--- src/rtl/spi_mem_pkg.sv ---
package spi_mem_pkg;
  localparam logic [7:0] OP_WREN  = 8'h06;
  localparam logic [7:0] OP_WRITE = 8'h02;
  localparam logic [7:0] OP_RDSR  = 8'h05;
  localparam logic [7:0] OP_WRSR  = 8'h01;

  typedef enum logic [3:0] {
    S_IDLE, S_OPC, S_AH, S_AL, S_DAT, S_WEN, S_SRD, S_RD, S_SKIP
  } cmd_state_t;
endpackage

--- src/rtl/spi_mem_sync.sv ---
module spi_mem_sync #(
  parameter int W = 3,
  parameter int STAGES = 2,
  parameter logic [W-1:0] RST_VAL = '0
) (
  input  logic         clk,
  input  logic         rst,
  input  logic [W-1:0] d,
  output logic [W-1:0] q
);
  logic [W-1:0] pipe [STAGES];

  always_ff @(posedge clk) begin
    if (rst) begin
      for (int i = 0; i < STAGES; i++) pipe[i] <= RST_VAL;
    end else begin
      pipe[0] <= d;
      for (int i = 1; i < STAGES; i++) pipe[i] <= pipe[i-1];
    end
  end

  assign q = pipe[STAGES-1];
endmodule

--- src/rtl/spi_mem_frame.sv ---
module spi_mem_frame (
  input  logic       clk,
  input  logic       rst,
  input  logic       cs_n_s,
  input  logic       sck_s,
  input  logic       si_s,
  output logic       cs_start,
  output logic       cs_end,
  output logic       end_aligned,
  output logic       sck_fall,
  output logic       byte_vld,
  output logic [7:0] byte_q
);
  logic       cs_d, sck_d;
  logic [6:0] shreg;
  logic [2:0] bit_cnt;

  always_ff @(posedge clk) begin
    if (rst) begin
      cs_d        <= 1'b1;
      sck_d       <= 1'b0;
      shreg       <= '0;
      bit_cnt     <= '0;
      cs_start    <= 1'b0;
      cs_end      <= 1'b0;
      end_aligned <= 1'b0;
      sck_fall    <= 1'b0;
      byte_vld    <= 1'b0;
      byte_q      <= '0;
    end else begin
      cs_d        <= cs_n_s;
      sck_d       <= sck_s;
      cs_start    <= cs_d && !cs_n_s;
      cs_end      <= !cs_d && cs_n_s;
      end_aligned <= (bit_cnt == 3'd0);
      sck_fall    <= !cs_n_s && sck_d && !sck_s;
      byte_vld    <= 1'b0;
      if (cs_n_s) begin
        bit_cnt <= '0;
      end else if (!sck_d && sck_s) begin
        shreg   <= {shreg[5:0], si_s};
        bit_cnt <= bit_cnt + 3'd1;
        if (bit_cnt == 3'd7) begin
          byte_vld <= 1'b1;
          byte_q   <= {shreg, si_s};
        end
      end
    end
  end
endmodule

--- src/rtl/spi_mem_page_buf.sv ---
module spi_mem_page_buf #(
  parameter int AW = 6,
  parameter int DW = 8
) (
  input  logic          clk,
  input  logic          we,
  input  logic [AW-1:0] waddr,
  input  logic [DW-1:0] wdata,
  input  logic [AW-1:0] raddr,
  output logic [DW-1:0] rdata
);
  localparam int DEPTH = 1 << AW;
  logic [DW-1:0] mem [0:DEPTH-1];

  always_ff @(posedge clk) begin
    if (we) mem[waddr] <= wdata;
    rdata <= mem[raddr];
  end
endmodule

--- src/rtl/spi_mem_status.sv ---
module spi_mem_status (
  input  logic       clk,
  input  logic       rst,
  input  logic       wel_set,
  input  logic       sr_write,
  input  logic       sr_lock,
  input  logic [1:0] sr_bp,
  input  logic       launch,
  input  logic       busy,
  input  logic [1:0] quarter,
  output logic [7:0] status,
  output logic       wel,
  output logic       wip,
  output logic       prot
);
  logic       lock_q, wel_q, wip_q, busy_d;
  logic [1:0] bp_q;
  logic       done;

  assign done = wip_q && busy_d && !busy;

  always_ff @(posedge clk) begin
    if (rst) begin
      lock_q <= 1'b0;
      bp_q   <= 2'b00;
      wel_q  <= 1'b0;
      wip_q  <= 1'b0;
      busy_d <= 1'b0;
    end else begin
      busy_d <= busy;
      if (launch) wip_q <= 1'b1;
      else if (done) wip_q <= 1'b0;
      if (done || sr_write) wel_q <= 1'b0;
      else if (wel_set) wel_q <= 1'b1;
      if (sr_write) begin
        lock_q <= sr_lock;
        bp_q   <= sr_bp;
      end
    end
  end

  always_comb begin
    case (bp_q)
      2'b00:   prot = 1'b0;
      2'b01:   prot = (quarter == 2'b11);
      2'b10:   prot = quarter[1];
      default: prot = 1'b1;
    endcase
  end

  assign wel    = wel_q;
  assign wip    = wip_q | busy;
  assign status = {lock_q, 3'b000, bp_q, wel_q, wip};


  wel_clear_chk: assert property (@(posedge clk) disable iff (rst)
    done |=> !wel_q);

  sr_hold_chk: assert property (@(posedge clk) disable iff (rst)
    !sr_write |=> ($stable(bp_q) && $stable(lock_q)));
endmodule

--- src/rtl/spi_mem_cmd_ctrl.sv ---
module spi_mem_cmd_ctrl
  import spi_mem_pkg::*;
#(
  parameter int ADDR_W = 13,
  parameter int PAGE_W = 6,
  parameter int SYNC_STAGES = 2
) (
  input  logic              clk,
  input  logic              rst,
  input  logic              cs_n,
  input  logic              sck,
  input  logic              si,
  output logic              so,
  output logic              so_en,
  output logic              wr_start,
  output logic [ADDR_W-1:0] wr_addr,
  output logic [PAGE_W:0]   wr_count,
  input  logic              busy,
  input  logic [PAGE_W-1:0] buf_raddr,
  output logic [7:0]        buf_rdata
);
  localparam int CNT_W = PAGE_W + 1;
  localparam logic [CNT_W-1:0] PAGE_BYTES = CNT_W'(1 << PAGE_W);

  logic [2:0] pins_s;
  logic       cs_start, cs_end, end_aligned, sck_fall, byte_vld;
  logic [7:0] byte_q;

  spi_mem_sync #(.W(3), .STAGES(SYNC_STAGES), .RST_VAL(3'b100)) u_sync (
    .clk(clk), .rst(rst), .d({cs_n, sck, si}), .q(pins_s)
  );

  spi_mem_frame u_frame (
    .clk(clk), .rst(rst),
    .cs_n_s(pins_s[2]), .sck_s(pins_s[1]), .si_s(pins_s[0]),
    .cs_start(cs_start), .cs_end(cs_end), .end_aligned(end_aligned),
    .sck_fall(sck_fall), .byte_vld(byte_vld), .byte_q(byte_q)
  );

  cmd_state_t        st;
  logic [ADDR_W-1:0] addr_q;
  logic [PAGE_W-1:0] wr_ptr;
  logic [CNT_W-1:0]  data_cnt;
  logic [7:0]        sr_byte, out_sh;
  logic              sr_got;
  logic [2:0]        out_cnt;
  logic [7:0]        status;
  logic              wel, wip, prot;
  logic              wr_go, wel_go, sr_go, buf_we;

  assign wr_go  = cs_end && end_aligned && (st == S_DAT) && (data_cnt != '0) && wel && !prot;
  assign wel_go = cs_end && end_aligned && (st == S_WEN);
  assign sr_go  = cs_end && end_aligned && (st == S_SRD) && sr_got && wel;
  assign buf_we = byte_vld && (st == S_DAT);

  spi_mem_status u_status (
    .clk(clk), .rst(rst),
    .wel_set(wel_go), .sr_write(sr_go),
    .sr_lock(sr_byte[7]), .sr_bp(sr_byte[3:2]),
    .launch(wr_go), .busy(busy),
    .quarter(addr_q[ADDR_W-1 -: 2]),
    .status(status), .wel(wel), .wip(wip), .prot(prot)
  );

  spi_mem_page_buf #(.AW(PAGE_W), .DW(8)) u_buf (
    .clk(clk), .we(buf_we), .waddr(wr_ptr), .wdata(byte_q),
    .raddr(buf_raddr), .rdata(buf_rdata)
  );

  always_ff @(posedge clk) begin
    if (rst) begin
      st       <= S_IDLE;
      addr_q   <= '0;
      wr_ptr   <= '0;
      data_cnt <= '0;
      sr_byte  <= '0;
      sr_got   <= 1'b0;
      out_sh   <= '0;
      out_cnt  <= '0;
      so       <= 1'b0;
      so_en    <= 1'b0;
      wr_start <= 1'b0;
      wr_addr  <= '0;
      wr_count <= '0;
    end else begin
      wr_start <= wr_go;
      if (wr_go) begin
        wr_addr  <= addr_q;
        wr_count <= data_cnt;
      end

      if (cs_start) begin
        st       <= S_OPC;
        sr_got   <= 1'b0;
        data_cnt <= '0;
      end else if (cs_end) begin
        st    <= S_IDLE;
        so    <= 1'b0;
        so_en <= 1'b0;
      end else if (byte_vld) begin
        case (st)
          S_OPC: begin
            if (wip && byte_q != OP_RDSR) st <= S_SKIP;
            else begin
              case (byte_q)
                OP_WREN:  st <= S_WEN;
                OP_WRITE: st <= S_AH;
                OP_WRSR:  st <= S_SRD;
                OP_RDSR: begin
                  st      <= S_RD;
                  out_sh  <= status;
                  out_cnt <= '0;
                end
                default:  st <= S_SKIP;
              endcase
            end
          end
          S_AH: begin
            addr_q[ADDR_W-1:8] <= byte_q[ADDR_W-9:0];
            st <= S_AL;
          end
          S_AL: begin
            addr_q[7:0] <= byte_q;
            wr_ptr      <= byte_q[PAGE_W-1:0];
            st          <= S_DAT;
          end
          S_DAT: begin
            wr_ptr <= wr_ptr + 1'b1;
            if (data_cnt != PAGE_BYTES) data_cnt <= data_cnt + 1'b1;
          end
          S_WEN: st <= S_SKIP;
          S_SRD: begin
            if (!sr_got) begin
              sr_byte <= byte_q;
              sr_got  <= 1'b1;
            end
          end
          default: ;
        endcase
      end else if (sck_fall && st == S_RD) begin
        so      <= out_sh[7];
        so_en   <= 1'b1;
        out_cnt <= out_cnt + 3'd1;
        out_sh  <= (out_cnt == 3'd7) ? status : {out_sh[6:0], 1'b0};
      end
    end
  end


  launch_after_cs_chk: assert property (@(posedge clk) disable iff (rst)
    wr_start |-> $past(cs_end));

  launch_when_idle_chk: assert property (@(posedge clk) disable iff (rst)
    wr_start |-> !$past(wip));

  launch_unprot_chk: assert property (@(posedge clk) disable iff (rst)
    wr_start |-> !$past(prot));

  so_read_only_chk: assert property (@(posedge clk) disable iff (rst)
    so_en |-> (st == S_RD));
endmodule

--- config.mk ---
export PLATFORM = sky130hd
export DESIGN_NAME = spi_mem_cmd_ctrl
export DESIGN_NICKNAME = d
export VERILOG_FILES = /design/src/rtl/spi_mem_pkg.sv /design/src/rtl/spi_mem_sync.sv /design/src/rtl/spi_mem_frame.sv /design/src/rtl/spi_mem_page_buf.sv /design/src/rtl/spi_mem_status.sv /design/src/rtl/spi_mem_cmd_ctrl.sv
export SDC_FILE = /design/constraint.sdc
export NUM_CORES = 1
export LEC_CHECK = 0
export ABC_AREA = 1
export BUFFER_PORTS_ARGS = -buffer_cell sky130_fd_sc_hd__buf_2
export CORE_ASPECT_RATIO = 1.5
export CORE_MARGIN = 10
export CORE_UTILIZATION = 51
export DETAILED_ROUTE_END_ITERATION = 10
export HOLD_SLACK_MARGIN = 0.02
export PLACE_DENSITY = 0.67
export SYNTH_ARGS = -nofsm -noshare
export SYNTH_HDL_FRONTEND = slang
export SYNTH_SLANG_ARGS = --single-unit
--- constraint.sdc ---
create_clock -name clk -period 3.6 [get_ports clk]
set_input_delay 0.36 -clock clk [delete_from_list [all_inputs] [get_ports clk]]
set_output_delay 0.36 -clock clk [all_outputs]
set_load 0.02 [all_outputs]
# Yosys cells after proc, flatten, opt, wreduce, memory -nomap -nowiden
# Memories as Yosys holds them, arrays and structs flattened. A register that Yosys moved wholly into a read port is not among the register bits.
# Cells that the tools add are included.
# classes
n_addsub,4
n_mux,35
n_bitwise,8
n_reduce_logical,53
eq_ne,22
# ops
operator,n
$mux W8,6
$pmux W4 S4,2
$mux W3,7
$logic_and A1 B1 Y1,19
$mux W1,17
$eq A4 B3 Y1 const B,4
$eq A8 B3 Y1 const B,2
$reduce_and A4 Y1,4
$pmux W6 S2,1
$reduce_and A3 Y1,3
$eq A4 B2 Y1 const B,2
$eq A8 B1 Y1 const B,1
$eq A8 B2 Y1 const B,1
$ne A8 B3 Y1 const B,1
$reduce_bool A2 Y1,4
$add A7 B1 Y7 const B,1
$ne A7 B7 Y1 const B,1
$reduce_bool A7 Y1,1
$add A3 B1 Y3 const B,2
$add A6 B1 Y6 const B,1
$eq A3 B3 Y1 const B,2
$logic_not A1 Y1,6
$ne A2 B2 Y1 const B,3
$reduce_and A2 Y1,3
18 further kinds,28
# totals
ram_bits,518
wordCells,154
out_inout_bits,31
mem_count,2
register_bits,104
# mem_list
memory,words,word_bits,read_ports,rd_ports_with_merged_regs,write_ports,line_no,rtl
u_buf.mem,64,8,1,1,1,spi_mem_page_buf.sv:13,logic [DW-1:0] mem [0:DEPTH-1];
u_sync.pipe,2,3,2,0,2,spi_mem_sync.sv:11,logic [W-1:0] pipe [STAGES];

# Depth between registers and ports, before layout
# Gate-level depths: netlist of the first run.
# depth
ltp_word,7
depth_mapped,12
depth_no_buf,9

# By module
# A second synthesis of the first run with hierarchy kept.
# hier_totals
cells_unflattened,2410
hier_area_um2,25762.2
# modules_own_cells
module,instances,area_per_inst_um2,cells_each
spi_mem_page_buf,1,21280.4,1806
spi_mem_cmd_ctrl,1,3056.7,423
spi_mem_frame,1,959.7,121
spi_mem_status,1,274.0,38
spi_mem_sync,1,191.4,22

# Worst setup path after synthesis of the first run
# Ideal clock, no wire load.
# synth_path
path_kind,reg2reg
from,register u_frame.byte_q[2]
to,register out_sh[0]
arrival_time_ns,2.119
n_path_buf,1
setup_time_ns,0.132
required_time_ns,3.468
stages_incl_launch_ff,9
setup_slack_ns,1.349
cell_sequence,dfxtp_1 > inv_1 > nor2_1 > nand3_1 > nand2_1 > nand3_1 > buf_2 > nand2_1 > a21oi_1
# synth_between
elab_chain_len,4
# synth_rtl
item,line_no,rtl
start: declaration,spi_mem_frame.sv:12,output logic [7:0] byte_q
start signal: assignment,spi_mem_frame.sv:45,"byte_q <= {shreg, si_s};"
$ne A8 B3 Y1,spi_mem_cmd_ctrl.sv:103,if (wip && byte_q != OP_RDSR) st <= S_SKIP;
$logic_and A1 B1 Y1,spi_mem_cmd_ctrl.sv:103,
$ne A2 B2 Y1 (no source line),n/a,
$reduce_and A6 Y1 (no source line) (*),n/a,
end signal: assignment,spi_mem_cmd_ctrl.sv:111,out_sh <= status;
end signal: assignment,spi_mem_cmd_ctrl.sv:144,"out_sh <= (out_cnt == 3'd7) ? status : {out_sh[6:0], 1'b0};"
end: declaration,spi_mem_cmd_ctrl.sv:44,"logic [7:0] sr_byte, out_sh;"
# Every way passes the cells marked *; elsewhere a longest branch is shown, timed or not.
# A chain may end at the register's enable or synchronous reset.

# Worst setup path in the final report of the first run
# layout_path
from,register st[2]
to,memory u_buf.mem[18][5] (enable)
# layout_between
elab_chain_len,4
# layout_rtl
item,line_no,rtl
start: declaration,spi_mem_cmd_ctrl.sv:40,cmd_state_t st;
start signal: assignment,spi_mem_cmd_ctrl.sv:72,st <= S_IDLE;
start signal: assignment,spi_mem_cmd_ctrl.sv:93,st <= S_OPC;
start signal: assignment,spi_mem_cmd_ctrl.sv:97,st <= S_IDLE;
$eq A4 B3 Y1,spi_mem_cmd_ctrl.sv:54,assign buf_we = byte_vld && (st == S_DAT);
$logic_and A1 B1 Y1,spi_mem_cmd_ctrl.sv:54,
$mux W1,spi_mem_page_buf.sv:16,if (we) mem[waddr] <= wdata;
$mux W1 (implied by the code),spi_mem_page_buf.sv:16,
end: declaration,spi_mem_page_buf.sv:13,
# Every way passes these cells.

==> results of run 1 <==
-- area by class of cell --
class	count	area (um2)	area share [%]
well taps	663	830	2.95
clock inverters	31	319	1.14
repair buffers	78	574	2.05
inverters	105	402	1.43
flip-flops and latches	625	17600	62.8
clock buffers	73	1560	5.55
multi-input cells	1524	6750	24.0
-- registers in the layout, summed over array words and instances, names as in the netlist, 2 cells and up --
signal           count
u_buf.mem          512
wr_count             7
u_frame.byte_q       8
wr_addr             13
u_buf.rdata          8
u_frame.bit_cnt      3
st                   4
out_cnt              3
u_status.bp_q        2
u_frame.shreg        7
sr_byte              3
addr_q              13
u_sync.pipe          6
out_sh               8
data_cnt             7
wr_ptr               6
-- cells by family after synthesis --
logic type               after synthesis
adder cells (fa/ha/maj)                8
XOR/XNOR                               7
flip-flops                           625
AO/OA/AOI/OAI                        168
buffers and inverters                237
AND/OR/NAND/NOR                     1341
-- timing repair --
item / in CTS / in global routing
hold endpoints to repair: 4 / 0
resized for setup: 0 / 0
hold buffers: 4 / 0
-- power by group --
part	leakage (nW)	switching (mW)	internal (mW)
logic	4.28	0.472	0.190
clock network	0.909	2.57	3.48
registers	5.05	0.0130	7.72
total	10.2	3.05	11.4
-- layer usage --
metal  share of wire [%]  vias to the layer above  GRT usage (%)
li1                    -                     8188              -
met1                  38                     8164           24.6
met2                  51                      663           36.7
met3                 6.4                      155           2.36
met4                 4.7                        0           9.92
met5                   0                        -              0
-- worst max path at each step --
stage / endpoint / slack (ns) / depth (start not counted) / startpoint
after CTS: u_buf.mem[18][6]$_DFFE_PP_ / 0.94 / 7 / st[2]$_SDFFE_PP0P_
after global placement: u_buf.mem[16][0]$_DFFE_PP_ / 1.02 / 7 / st[2]$_SDFFE_PP0P_
after detailed placement: u_buf.mem[16][3]$_DFFE_PP_ / 0.92 / 7 / st[2]$_SDFFE_PP0P_
final: u_buf.mem[18][5]$_DFFE_PP_ / 0.94 / 7 / st[2]$_SDFFE_PP0P_
after floorplan: out_sh[0]$_SDFFE_PP0P_ / 1.35 / 8 / u_frame.byte_q[2]$_SDFFE_PP0P_
after global routing: u_buf.mem[18][6]$_DFFE_PP_ / 0.72 / 7 / st[2]$_SDFFE_PP0P_
-- critical path, stage by stage (launching register included) --
cell and delay [ns]:
dfxtp_1 0.35, inv_2 0.07, nor2_4 0.14, nand3_4 0.18, nor2_1 0.15, buf_4 0.21
nand4_1 0.51, nor2_1 0.70
-- synth_stat cells, types with 2 or more instances --
cell	count
nand2_1	740
edfxtp_1	512
nand3_1	453
dfxtp_1	113
nor2_1	110
inv_1	96
a21oi_1	82
o21ai_0	78
buf_2	42
clkbuf_1	37
buf_1	26
buf_4	23
nor3_1	14
ha_1	8
inv_2	8
xor2_1	7
nand4_1	5
nand2_2	4
buf_6	3
nor2_4	3
or2_2	3
nand3_2	2
o21ai_1	2
o21ai_2	2
==> flow_metrics.tcl, run 1 <==
set metrics [dict create \
    final_common_cell "nand2_1" \
    first_iter_violations 1492 \
    h-tree-depth 2 \
    drt-wirelength-per-cell_um 20.1 \
    required_ns 3.83 \
    ctsLongestPathBuffers 3 \
    grt.total_usage_pct 20.7 \
    leakage_nw 10.2 \
    rrSetupSlack_ns 0.94 \
    cts_setup_buffers 0 \
    layout-drive-gt1-share_pct 7.96 \
    clk_pin_slew_ns 0.06 \
    max-cap-violations 0 \
    reg2reg_to "u_buf.mem[18][5]$_DFFE_PP_" \
    grt_pass1_wl_um 96500 \
    clock_latency_ns 0.60 \
    dr.pass1.iters 7 \
    synth_nets 2406 \
    skew_ns 0.0231 \
    synthMuxAreaShare_pct 0 \
    clock-sinks 625 \
    p_per_area_nw_per_um2 515 \
    die_x_um 202 \
    grt_pass1_vias 16900 \
    drc 0 \
    ir_worst_vdd_uv 374 \
    syn_inst 2386 \
    viasPerCell 5.54 \
    outcome "complete, no violations" \
    arrival_ns 2.90 \
    vias 17200 \
    avgSynthCellArea_um2 10.7 \
    wirelength_um 62200 \
    cp_max_fo 15 \
    ys_types 37 \
    fmax_mhz 376 \
    startpoint_type "register" \
    hold_end "u_buf.rdata[7]$_DFF_P_" \
    dp_slack_ns 0.917 \
    fin_crit_ns 2.66 \
    start_util_pct 51.3 \
    synth-simple-area-share_pct 22.5 \
    synth-compound-area-share_pct 3.38 \
    tightest_slew_ns 0.955 \
    fp.dieArea_um2 59400 \
    synth_enable_flop_cells 512 \
    fin_nets 2409 \
    ys_seq_elements 625 \
    fin_util_pct 56.7 \
    overflow 0 \
    holdWs_ns 0.101 \
    finalSetupViolations 0 \
    synth_top_area_cell "edfxtp_1" \
    setup_ws_ns 0.938 \
    ff2ff_path_depth 7 \
    grt_max_degree 145 \
    num_antenna_cells 0 \
    antenna_found_initial 0 \
    synthTopCellsByArea "edfxtp_1 60%, nand2_1 11%, nand3_1 8.9%" \
    r2r_start "st[2]$_SDFFE_PP0P_" \
    holdPathStages 3 \
    hpwl_um 38800 \
    num_io_pins 43 \
    synth_top_family_by_area "simple AND/OR/NAND/NOR gates" \
    cts_tree "done" \
    power.total_mw 14.4 \
    layout_common_cells "740 x nand2_1, 512 x edfxtp_1, 453 x nand3_1" \
    place_area_um2 26200 \
    place.gp.congestion 0.945 \
    end_kind "register" \
    dp_cells 2991 \
    synth_ff_type "edfxtp_1" \
    ys_warn_count 0 \
    cts_inserted_buffers 55 \
    placementRows 100 \
    synthXorXnorAreaFrac_pct 0.241 \
    yosys.area.top_type_share_pct 60.4 \
    seq_area_frac_synth_pct 69.3 \
    clockRootBuffer "clkbuf_16" \
    port-buffer-count 42 \
    core-area_um2 49500 \
    min_period_over_period_pct 74.0 \
    drv_slew 0 \
    nFillCells 4188 \
    hold_start "buf_raddr[5]" \
    area_delta_synth_final_pct 10.4 \
    rsz0062_at_grt "false" \
    layoutNonFillerInstCount 3099 \
    maxSlewHeadroom_pct 36.3 \
    die_y_um 294 \
    antenna_left 0 \
    hold_class "in2reg" \
    async_reset_ff_share_pct 0 \
    path_class "reg2reg" \
    netlist_area_um2 25400 \
    final_area_um2 28100 \
    synthAdderAreaFrac_pct 0.393 \
    hold_violations 0 \
    finalSetupTns_ns 0 \
]
(Power assumes the default switching activity.)
==> run 2, diff against run 1 <==
- ABC_AREA: 1 -> 0
- clock period: 3.6 -> 2.6 ns (I/O delays scaled with it)
==> run 2 against run 1 <==
  * Die area decreased by 3.6%
  * Synthesized cell count down 39%
  * Count of clock-buffer cells in the layout grew 4
  * Critical path type unchanged
  * Global-route usage fell by 0.97 points
  * Highest routed layer unchanged
  * Via count decreased by 22%
  * Combinational power is 11% higher
  * Sequential power is 38% higher
  * Cell count down 27%
  * Hold slack gained 0.0025 ns
==> flow_metrics.tcl, run 2 <==
set metrics [dict create \
    outcome "complete, no violations" \
    ys_seq_elements 625 \
    path_cells "or4b_1 > buf_4 > or3_1 > nor2_1 > buf_4" \
    fp.dieArea_um2 57200 \
    layout-drive-gt1-share_pct 25.0 \
    fin_crit_ns 2.45 \
    end_kind "register" \
    synthTopCellsByArea "edfxtp_1 63%, mux4_2 11%, dfxtp_1 9.3%" \
    yosys.area.top_type_share_pct 62.9 \
    synth-simple-area-share_pct 7.59 \
    drc 0 \
    ys_types 61 \
    r2r_start "st[0]$_SDFFE_PP0P_" \
    place_area_um2 26100 \
    rsz0062_at_grt "false" \
    finalSetupTns_ns 0 \
    final_area_um2 28000 \
    startpoint_type "register" \
    drv_slew 0 \
    cp_top_family "simple AND/OR/NAND/NOR gates" \
    die_x_um 199 \
    met3_length_um 2920 \
    start_util_pct 51.4 \
    area_delta_synth_final_pct 14.7 \
    async_reset_ff_share_pct 0 \
    hold_violations 0 \
    clk_pin_slew_ns 0.06 \
    required_ns 2.89 \
    hpwl_um 36200 \
    vias 13400 \
    synthXorXnorAreaFrac_pct 0.215 \
    avgSynthCellArea_um2 16.8 \
    wirelength_um 55400 \
    rrSetupSlack_ns 0.15 \
    grt_max_degree 70 \
    critPathLaunch "st[0]$_SDFFE_PP0P_" \
    num_antenna_cells 0 \
    fmax_mhz 408 \
    p_per_area_nw_per_um2 701 \
    arrival_ns 2.74 \
    synthMuxAreaShare_pct 13.3 \
    route.met2.wl_um 29900 \
    synth_ff_type "edfxtp_1" \
    reg2reg_to "u_buf.mem[32][0]$_DFFE_PP_" \
    nFillCells 3513 \
    core-area_um2 47600 \
    cpMaxStageDelayCell "or4b_1" \
    place.gp.congestion 0.910 \
    dp_cells 2147 \
    finalSetupViolations 0 \
    syn_inst 1454 \
    cts_resized 0 \
    final_common_cell "edfxtp_1" \
    dr.pass1.iters 5 \
    port-buffer-count 42 \
    num_io_pins 43 \
    cp_max_fo 14 \
    hold_class "in2reg" \
    antenna_found_initial 0 \
    synthAdderAreaFrac_pct 0.410 \
    synth_top_family_by_area "multiplexers" \
    clock-sinks 625 \
    clockRootBuffer "clkbuf_16" \
    cts_inserted_buffers 55 \
    max-cap-violations 0 \
    top_layer "met4" \
    power.total_mw 19.6 \
    met1Wirelength_um 20500 \
    worst-path-buf-inv 2 \
    grt.total_usage_pct 19.7 \
    maxSlewHeadroom_pct 43.5 \
    ys_warn_count 0 \
    crit_top_cell "buf_4" \
    grt_pass1_wl_um 85300 \
    largestRegisters "u_buf.mem (512), addr_q (13), wr_addr (13)" \
    largest_reg_flops 512 \
    layout_common_cells "512 x edfxtp_1, 131 x nor2_1, 126 x buf_4" \
    grt_pass1_vias 13800 \
    synth_enable_flop_cells 512 \
    first_iter_violations 1125 \
    leakage_nw 9.41 \
    netlist_top_cells_count "512 x edfxtp_1, 131 x nor2_1, 122 x mux4_2" \
    overflow 0 \
    clock_latency_ns 0.60 \
    ir_worst_vdd_uv 517 \
    endpoint "u_buf.mem[32][0]$_DFFE_PP_" \
    viasPerCell 5.96 \
    layoutNonFillerInstCount 2254 \
    fin_nets 1629 \
    die_y_um 288 \
    tightest_slew_ns 0.848 \
    path_class "reg2reg" \
    hold_start "buf_raddr[5]" \
    antenna_left 0 \
    drt-wirelength-per-cell_um 24.6 \
    yosysMostFrequentCell "edfxtp_1" \
    synth_nets 1474 \
    path_depth 5 \
    ctsLongestPathBuffers 3 \
    placementRows 98 \
    skew_ns 0.0217 \
    h-tree-depth 2 \
    synth_top_area_cell "edfxtp_1" \
    synth-compound-area-share_pct 4.68 \
    cts_tree "done" \
    min_period_over_period_pct 94.2 \
    ff2ff_path_depth 5 \
    critPathMaxStageDelay_ns 0.72 \
    seq_area_frac_synth_pct 72.2 \
    regMostFlops "u_buf.mem" \
    netlist_area_um2 24400 \
]
-- run 2: cells by family after synthesis --
family	count (synthesis)
buffers and inverters	91
xor gates and xnor gates	6
adders and majority gates	8
muxes	171
and+or+nand+nor	380
DFF	625
AOI/OAI and AO/OA	173
-- run 2: worst min path at each step --
stage	endpoint	slack (ns)	depth (start not counted)
3_5_place_dp	u_sync.pipe[0][5]$_SDFF_PP1_	0.41	1
2_1_floorplan	u_sync.pipe[0][2]$_SDFF_PP1_	0.36	1
6_report	u_buf.rdata[6]$_DFF_P_	0.10	2
4_1_cts	u_buf.rdata[6]$_DFF_P_	0.08	2
3_3_place_gp	u_sync.pipe[0][5]$_SDFF_PP1_	0.39	1
5_1_grt	u_buf.rdata[6]$_DFF_P_	0.09	2
-- run 2: area by class of cell --
| cell class | instances | area, um2 | area share, % |
|---|---|---|---|
| Multi-Input combinational cell | 738 | 6400 | 22.8 |
| Clock buffer | 77 | 1550 | 5.53 |
| Inverter | 10 | 37.5 | 0.134 |
| Tap cell | 600 | 751 | 2.68 |
| Timing Repair Buffer | 179 | 1360 | 4.87 |
| Clock inverter | 25 | 274 | 0.978 |
| Sequential cell | 625 | 17600 | 63.0 |
-- run 2: routing by layer --
metal,global-route usage [%],vias to the layer above
met5,0,-
met4,7.84,0
met3,2.30,95
met2,35.5,450
met1,23.6,6851
li1,-,6031
-- run 2: timing repair --
item	4_1_cts	5_1_grt
endpoints found under the hold margin	5	0
setup endpoints to repair	0	61
buffers inserted	0	1
hold buffers	4	0
-- run 2: worst reg2reg max path: stages (launching register included) --
cell and delay (ns):
dfxtp_1 0.31, or4b_1 0.72, buf_4 0.27, or3_1 0.48, nor2_1 0.16, buf_4 0.21
-- run 2: report_power, final --
part / total, mW / switching (mW) / internal (mW)
clock network: 8.19 / 3.52 / 4.67
registers: 10.7 / 0.0111 / 10.7
logic: 0.736 / 0.403 / 0.333
-- run 2: stage by stage --
stage | hold slack, ns | worst slack (ns) | utilization (%)
final | 0.104 | 0.151 | 58.9
after global placement | 0.393 | -0.0223 | 55.0
after floorplan | 0.364 | 0.111 | -
after detailed placement | 0.407 | 0.0313 | 55.0
after global routing | 0.0899 | 0.0399 | 58.9
after CTS | 0.0787 | 0.0749 | 58.9
